`src/rtl/cwf_refill_pkg.sv`:
```
package cwf_refill_pkg;
  localparam int unsigned DEF_WORDS  = 4;
  localparam int unsigned DEF_DATA_W = 32;
  localparam int unsigned DEF_LINE_W = 8;

  function automatic int unsigned idx_w(input int unsigned n);
    return (n > 1) ? $clog2(n) : 1;
  endfunction
endpackage

```
`src/rtl/cwf_req_seq.sv`:
```
module cwf_req_seq #(
  parameter int unsigned WORDS  = 4,
  parameter int unsigned LINE_W = 8,
  localparam int unsigned OFF_W = cwf_refill_pkg::idx_w(WORDS),
  localparam int unsigned CNT_W = $clog2(WORDS + 1)
) (
  input  logic              clk_i,
  input  logic              rst_ni,
  input  logic              start_i,
  input  logic [LINE_W-1:0] line_i,
  input  logic [OFF_W-1:0]  crit_i,
  input  logic              mem_gnt_i,
  output logic              mem_req_o,
  output logic [LINE_W-1:0] mem_line_o,
  output logic [OFF_W-1:0]  mem_off_o
);
  localparam logic [CNT_W-1:0] LAST = CNT_W'(WORDS - 1);

  logic              active_q;
  logic [CNT_W-1:0]  cnt_q;
  logic [OFF_W-1:0]  crit_q;
  logic [LINE_W-1:0] line_q;

  always_ff @(posedge clk_i or negedge rst_ni) begin
    if (!rst_ni) begin
      active_q <= 1'b0;
      cnt_q    <= '0;
      crit_q   <= '0;
      line_q   <= '0;
    end else if (start_i) begin
      active_q <= 1'b1;
      cnt_q    <= '0;
      crit_q   <= crit_i;
      line_q   <= line_i;
    end else if (active_q && mem_gnt_i) begin
      cnt_q <= cnt_q + 1'b1;
      if (cnt_q == LAST) active_q <= 1'b0;
    end
  end

  // offset arithmetic wraps modulo WORDS (power of two)
  assign mem_req_o  = active_q;
  assign mem_line_o = line_q;
  assign mem_off_o  = crit_q + cnt_q[OFF_W-1:0];
endmodule

```
`src/rtl/cwf_line_buf.sv`:
```
module cwf_line_buf #(
  parameter int unsigned WORDS  = 4,
  parameter int unsigned DATA_W = 32,
  localparam int unsigned OFF_W = cwf_refill_pkg::idx_w(WORDS)
) (
  input  logic              clk_i,
  input  logic              rst_ni,
  input  logic              clr_i,
  input  logic              wr_i,
  input  logic [OFF_W-1:0]  wr_off_i,
  input  logic [DATA_W-1:0] wr_data_i,
  input  logic [OFF_W-1:0]  rd_off_i,
  output logic [DATA_W-1:0] rd_data_o,
  output logic              rd_valid_o,
  output logic [WORDS-1:0]  valid_o
);
  logic [DATA_W-1:0] word_q [WORDS];

  for (genvar w = 0; w < WORDS; w++) begin : g_word
    logic hit;
    assign hit = wr_i && (wr_off_i == OFF_W'(w));
    always_ff @(posedge clk_i or negedge rst_ni) begin
      if (!rst_ni) begin
        valid_o[w] <= 1'b0;
        word_q[w]  <= '0;
      end else if (clr_i) begin
        valid_o[w] <= 1'b0;
      end else if (hit) begin
        valid_o[w] <= 1'b1;
        word_q[w]  <= wr_data_i;
      end
    end
  end

  assign rd_data_o  = word_q[rd_off_i];
  assign rd_valid_o = valid_o[rd_off_i];
endmodule

```
`src/rtl/cwf_refill.sv`:
```
module cwf_refill #(
  parameter int unsigned WORDS  = cwf_refill_pkg::DEF_WORDS,
  parameter int unsigned DATA_W = cwf_refill_pkg::DEF_DATA_W,
  parameter int unsigned LINE_W = cwf_refill_pkg::DEF_LINE_W,
  localparam int unsigned OFF_W = cwf_refill_pkg::idx_w(WORDS)
) (
  input  logic              clk_i,
  input  logic              rst_ni,
  input  logic              cpu_req_i,
  input  logic [LINE_W-1:0] cpu_line_i,
  input  logic [OFF_W-1:0]  cpu_off_i,
  output logic              cpu_rvalid_o,
  output logic [DATA_W-1:0] cpu_rdata_o,
  output logic              mem_req_o,
  input  logic              mem_gnt_i,
  output logic [LINE_W-1:0] mem_line_o,
  output logic [OFF_W-1:0]  mem_off_o,
  input  logic              mem_rvalid_i,
  input  logic [OFF_W-1:0]  mem_roff_i,
  input  logic [DATA_W-1:0] mem_rdata_i,
  output logic              line_full_o
);
  logic              busy_q, held_q;
  logic [LINE_W-1:0] line_q;
  logic              same_line, start, fill_wr, fwd, all_next;
  logic [WORDS-1:0]  valid, set_mask;
  logic [DATA_W-1:0] buf_data;
  logic              buf_ok;

  assign same_line = held_q && (cpu_line_i == line_q);
  assign start     = cpu_req_i && !same_line && !busy_q;
  assign fill_wr   = mem_rvalid_i && busy_q;
  assign set_mask  = fill_wr ? (WORDS'(1) << mem_roff_i) : '0;
  assign all_next  = &(valid | set_mask);
  assign fwd       = fill_wr && (mem_roff_i == cpu_off_i);

  always_ff @(posedge clk_i or negedge rst_ni) begin
    if (!rst_ni) begin
      busy_q <= 1'b0;
      held_q <= 1'b0;
      line_q <= '0;
    end else if (start) begin
      busy_q <= 1'b1;
      held_q <= 1'b1;
      line_q <= cpu_line_i;
    end else if (busy_q && all_next) begin
      busy_q <= 1'b0;
    end
  end

  cwf_req_seq #(.WORDS(WORDS), .LINE_W(LINE_W)) u_seq (
    .clk_i, .rst_ni,
    .start_i   (start),
    .line_i    (cpu_line_i),
    .crit_i    (cpu_off_i),
    .mem_gnt_i,
    .mem_req_o,
    .mem_line_o,
    .mem_off_o
  );

  cwf_line_buf #(.WORDS(WORDS), .DATA_W(DATA_W)) u_buf (
    .clk_i, .rst_ni,
    .clr_i     (start),
    .wr_i      (fill_wr),
    .wr_off_i  (mem_roff_i),
    .wr_data_i (mem_rdata_i),
    .rd_off_i  (cpu_off_i),
    .rd_data_o (buf_data),
    .rd_valid_o(buf_ok),
    .valid_o   (valid)
  );

  // stored word wins; otherwise the arriving word is forwarded
  assign cpu_rvalid_o = cpu_req_i && same_line && (buf_ok || fwd);
  assign cpu_rdata_o  = buf_ok ? buf_data : mem_rdata_i;
  assign line_full_o  = held_q && (&valid);
endmodule

```
`config.mk`:
```
export PLATFORM = sky130hd
export DESIGN_NAME = cwf_refill
export DESIGN_NICKNAME = d
export VERILOG_FILES = /design/src/rtl/cwf_refill_pkg.sv /design/src/rtl/cwf_req_seq.sv /design/src/rtl/cwf_line_buf.sv /design/src/rtl/cwf_refill.sv
export SDC_FILE = /design/constraint.sdc
export NUM_CORES = 1
export LEC_CHECK = 0
export BUFFER_PORTS_ARGS = -buffer_cell sky130_fd_sc_hd__buf_2
export CORE_MARGIN = 3
export CORE_UTILIZATION = 35
export DETAILED_ROUTE_END_ITERATION = 8
export GPL_TIMING_DRIVEN = 0
export SYNTH_ARGS = -nofsm -noshare
export SYNTH_HDL_FRONTEND = slang
export SYNTH_SLANG_ARGS = --single-unit
```
`constraint.sdc`:
```
create_clock -name clk_i -period 1.7 [get_ports clk_i]
set_input_delay 0.085 -clock clk_i [delete_from_list [all_inputs] [get_ports clk_i]]
set_output_delay 0.085 -clock clk_i [all_outputs]
set_load 0.1 [all_outputs]
```
==> reports/summary.txt <==
GR Util met1: 19.78%
Post-DP HPWL: 10310 um
Failing checks: setup timing
RSZ-0062 raised after global routing: yes
Row count: 51
Tmin final: 2.250 ns
Hold endpoint: u_buf.word_q[33]
Tcrit/Tclk final: 132.3%
Clock Pin Slew Worst Setup and Hold Paths: 0.06 ns
Routed Antenna Nets: 0
Critical path class: flip-flop to primary output
Hold_sp: mem_rvalid_i
H-tree levels: 4
Crit path required time: 1.62 ns
Number of synthesized flops with an enable pin: 0
Total design power: 0.02085 W
Asr flop ratio synth: 100.0%
Nets@finish: 665
DP Area: 7913 um2
Post-synthesis sequential area ratio: 52.78%
WHS Path Cells: 4
Ant diodes: 0
Gate power share: 53.1%
Fill cells: 1657
Die area: 21780 um2
CP max stage delay: 0.50 ns
Grt met3 use: 4.537%
Leakage power: 4.316 nW
Share of layout cells above drive strength 1: 64.70%
Hold slack final: 0.2272 ns
# setup viols final: 37
Final Instance Area: 9908 um2
Global route hottest layer: met2
Vias in the first global route: 4874
Final hold vios: 0
Clock power frac: 18.6%
Cell variety after synth: 30
Share of power burned in registers: 28.3%
Max_cap viols: 0
Syn_nets: 485
Avg Vias per Cell: 4.947
Initial core utilization: 35.82%
Clock Path Buffers: 2
CP startpoint kind: flip-flop
Routed len/inst: 18.14 um
Reg2Reg Depth: 6
CTS tree: yes
Area Overhead vs Synth: 41.21%
PwrDens: 2104 nW/um2
Achievable Freq: 444.5 MHz
Die Wd: 147.6 um
Clock Skew: 0.006973 ns
Boundary Pins: 94
Most used DFF post-synth: dfrtp_1
Initial DRC count: 210
Switching pwr: 0.008435 W
Initial antenna violation count: 2
Synthesis-stage register bit count: 148
Die height: 147.6 um
Slew HR: 47.62%
Sink Count: 148
Via count: 4408
Status: finished, violations left
First-pass GRT wire length: 26200 um
Final wirelength: 16170 um
Root Driver: clkbuf_16
HP Class: input port to flip-flop
Total GRT Usage: 15.54%
Worst slack, placed: -0.2823 ns
Clock Latency Late Sink: 0.42 ns
Slowest-stage cell, CP: mux4_2
Reg2reg end: u_seq.crit_q[1]
Post-synthesis cell area: 7017 um2
Worst-path cell chain: mux4_2, buf_12, buf_12, mux2_4, buf_12
Reg-to-reg setup timing slack: -0.03 ns
Max Fanout on Critical Path: 10
Port Buf Inserts: 91
Synth Warn #: 0
# DRC: 0
Crit path DAT: 2.16 ns
Peak supply drop: 1.365 mV
Global Route met2 Usage: 26.02%
Routability-driven placement congestion ratio: 0.7160
Pin count of the biggest net entering global routing: 84
Post-synthesis average cell area: 16.20 um2
TritonRoute pass-1 iters: 4
Inserted Clock Buffers: 17
Slack of the critical path: -0.5496 ns
Worst-Margin Slew: 0.7857 ns
Grt ovf: 0
Sw frac: 40.45%
Internal power: 0.01242 W
Max Slew Vio Count: 0
Core box area: 19590 um2
CP most frequent cell: buf_12
Reg-to-reg startpoint: u_seq.mem_line_o[6]
Final core utilization: 50.58%
Worst setup EP type: primary output
Syn Inst Count: 433
## state kept, by name, indices dropped and copies added, names as in the netlist
name              count
u_buf.word_q        128
u_seq.mem_line_o      8
held_q                1
u_seq.cnt_q           3
busy_q                1
u_buf.valid_o         4
u_seq.crit_q          2
u_seq.mem_req_o       1
## timing repair
action | 4_1_cts | 5_1_grt
gates cloned | 2 | 0
resized for setup | 176 | 11
pin swaps | 7 | 8
setup buffers | 15 | 10
endpoints found under the setup margin | 123 | 138
hold buffers | 42 | 0
hold endpoints to repair | 220 | 0
## cells by family after synthesis
logic type / count (synthesis) / synth area share, %
buf+inv: 31 / 2.479
simple gates: 25 / 1.944
mux: 203 / 39.48
compound gates: 10 / 1.159
fa+ha+maj: 3 / 0.5350
xor+xnor: 13 / 1.623
flops: 148 / 52.78
## power groups by stage
stage          clock network, W  registers [W]  logic [W]
2_1_floorplan                 0        0.00647    0.00692
3_3_place_gp                  0        0.00577    0.00861
3_5_place_dp                  0        0.00592    0.00874
4_1_cts                 0.00397        0.00587     0.0110
5_1_grt                 0.00412        0.00607     0.0115
6_report                0.00388        0.00589     0.0111
## metrics by stage
stage               setup TNS, ns  cells
floorplan                 -0.2605    433
global placement          -238.98    789
detailed placement         -11.98    790
CTS                        -17.20    881
global route               -19.48    891
finish                     -17.32    891
## routing by layer
layer	share of wire (%)	wire length, um	vias to the layer above
met2	51	8221	93
met1	43	6961	2317
met5	0.17	27	-
met3	4.9	791	17
met4	1.0	165	4
li1	-	-	1977
## how the worst max path moves through the flow
stage                        startpoint                   to  slack (ns)  depth (start not counted)
finish                 u_buf.valid_o[0]      cpu_rdata_o[29]       -0.55                          5
CTS                    u_buf.valid_o[3]      cpu_rdata_o[29]       -0.54                          5
detailed placement         cpu_off_i[1]      cpu_rdata_o[10]       -0.28                          5
global placement                 rst_ni  u_seq.mem_line_o[0]       -2.00                          1
global route           u_buf.valid_o[2]      cpu_rdata_o[29]       -0.59                          5
floorplan           u_seq.mem_line_o[2]      u_seq.crit_q[1]       -0.13                          5
## cells in the final DEF (no fill, tap or decap), types with 4 or more instances in the layout
cell	instances
nand2_1	8
mux4_2	33
dfrtp_1	140
buf_2	61
mux2_4	35
mux2_2	135
inv_1	4
dfrtp_4	7
buf_4	29
inv_6	5
xnor2_1	5
clkbuf_16	17
buf_12	38
a21boi_2	4
buf_6	9
dlygate4sd3_1	42
xnor2_2	6
## synthesized netlist by cell type (all sizes together), types with 2 or more instances
| master | n | area share [%] |
|---|---|---|
| dfrtp | 148 | 53 |
| clkbuf | 3 | 0.16 |
| mux4 | 33 | 11 |
| o31ai | 2 | 0.29 |
| and2 | 3 | 0.27 |
| nand4 | 2 | 0.18 |
| nor3 | 2 | 0.14 |
| buf | 24 | 2.1 |
| ha | 3 | 0.54 |
| inv | 4 | 0.21 |
| nand3 | 3 | 0.21 |
| a21boi | 4 | 0.43 |
| nand2 | 8 | 0.43 |
| xnor2 | 13 | 1.6 |
| mux2 | 170 | 29 |
| nand4b | 2 | 0.25 |
## cell type report
class / instances / area [um2] / area share [%]
buffer: 27 / 236.5 / 2.387
clock buffer: 18 / 439.2 / 4.432
clock inverter: 14 / 172.7 / 1.743
inverter: 4 / 15.01 / 0.1515
multi-input combinational: 254 / 3297 / 33.27
sequential: 148 / 3731 / 37.66
tap: 265 / 331.6 / 3.346
timing repair buffer: 161 / 1685 / 17.01
## critical path, delay by kind of cell (launching register included)
family | cells | cell delay, ns
mux | 2 | 0.82
buf+inv | 3 | 0.51
flops | 1 | 0.40
No activity file was read; power rests on OpenSTA's default activity.
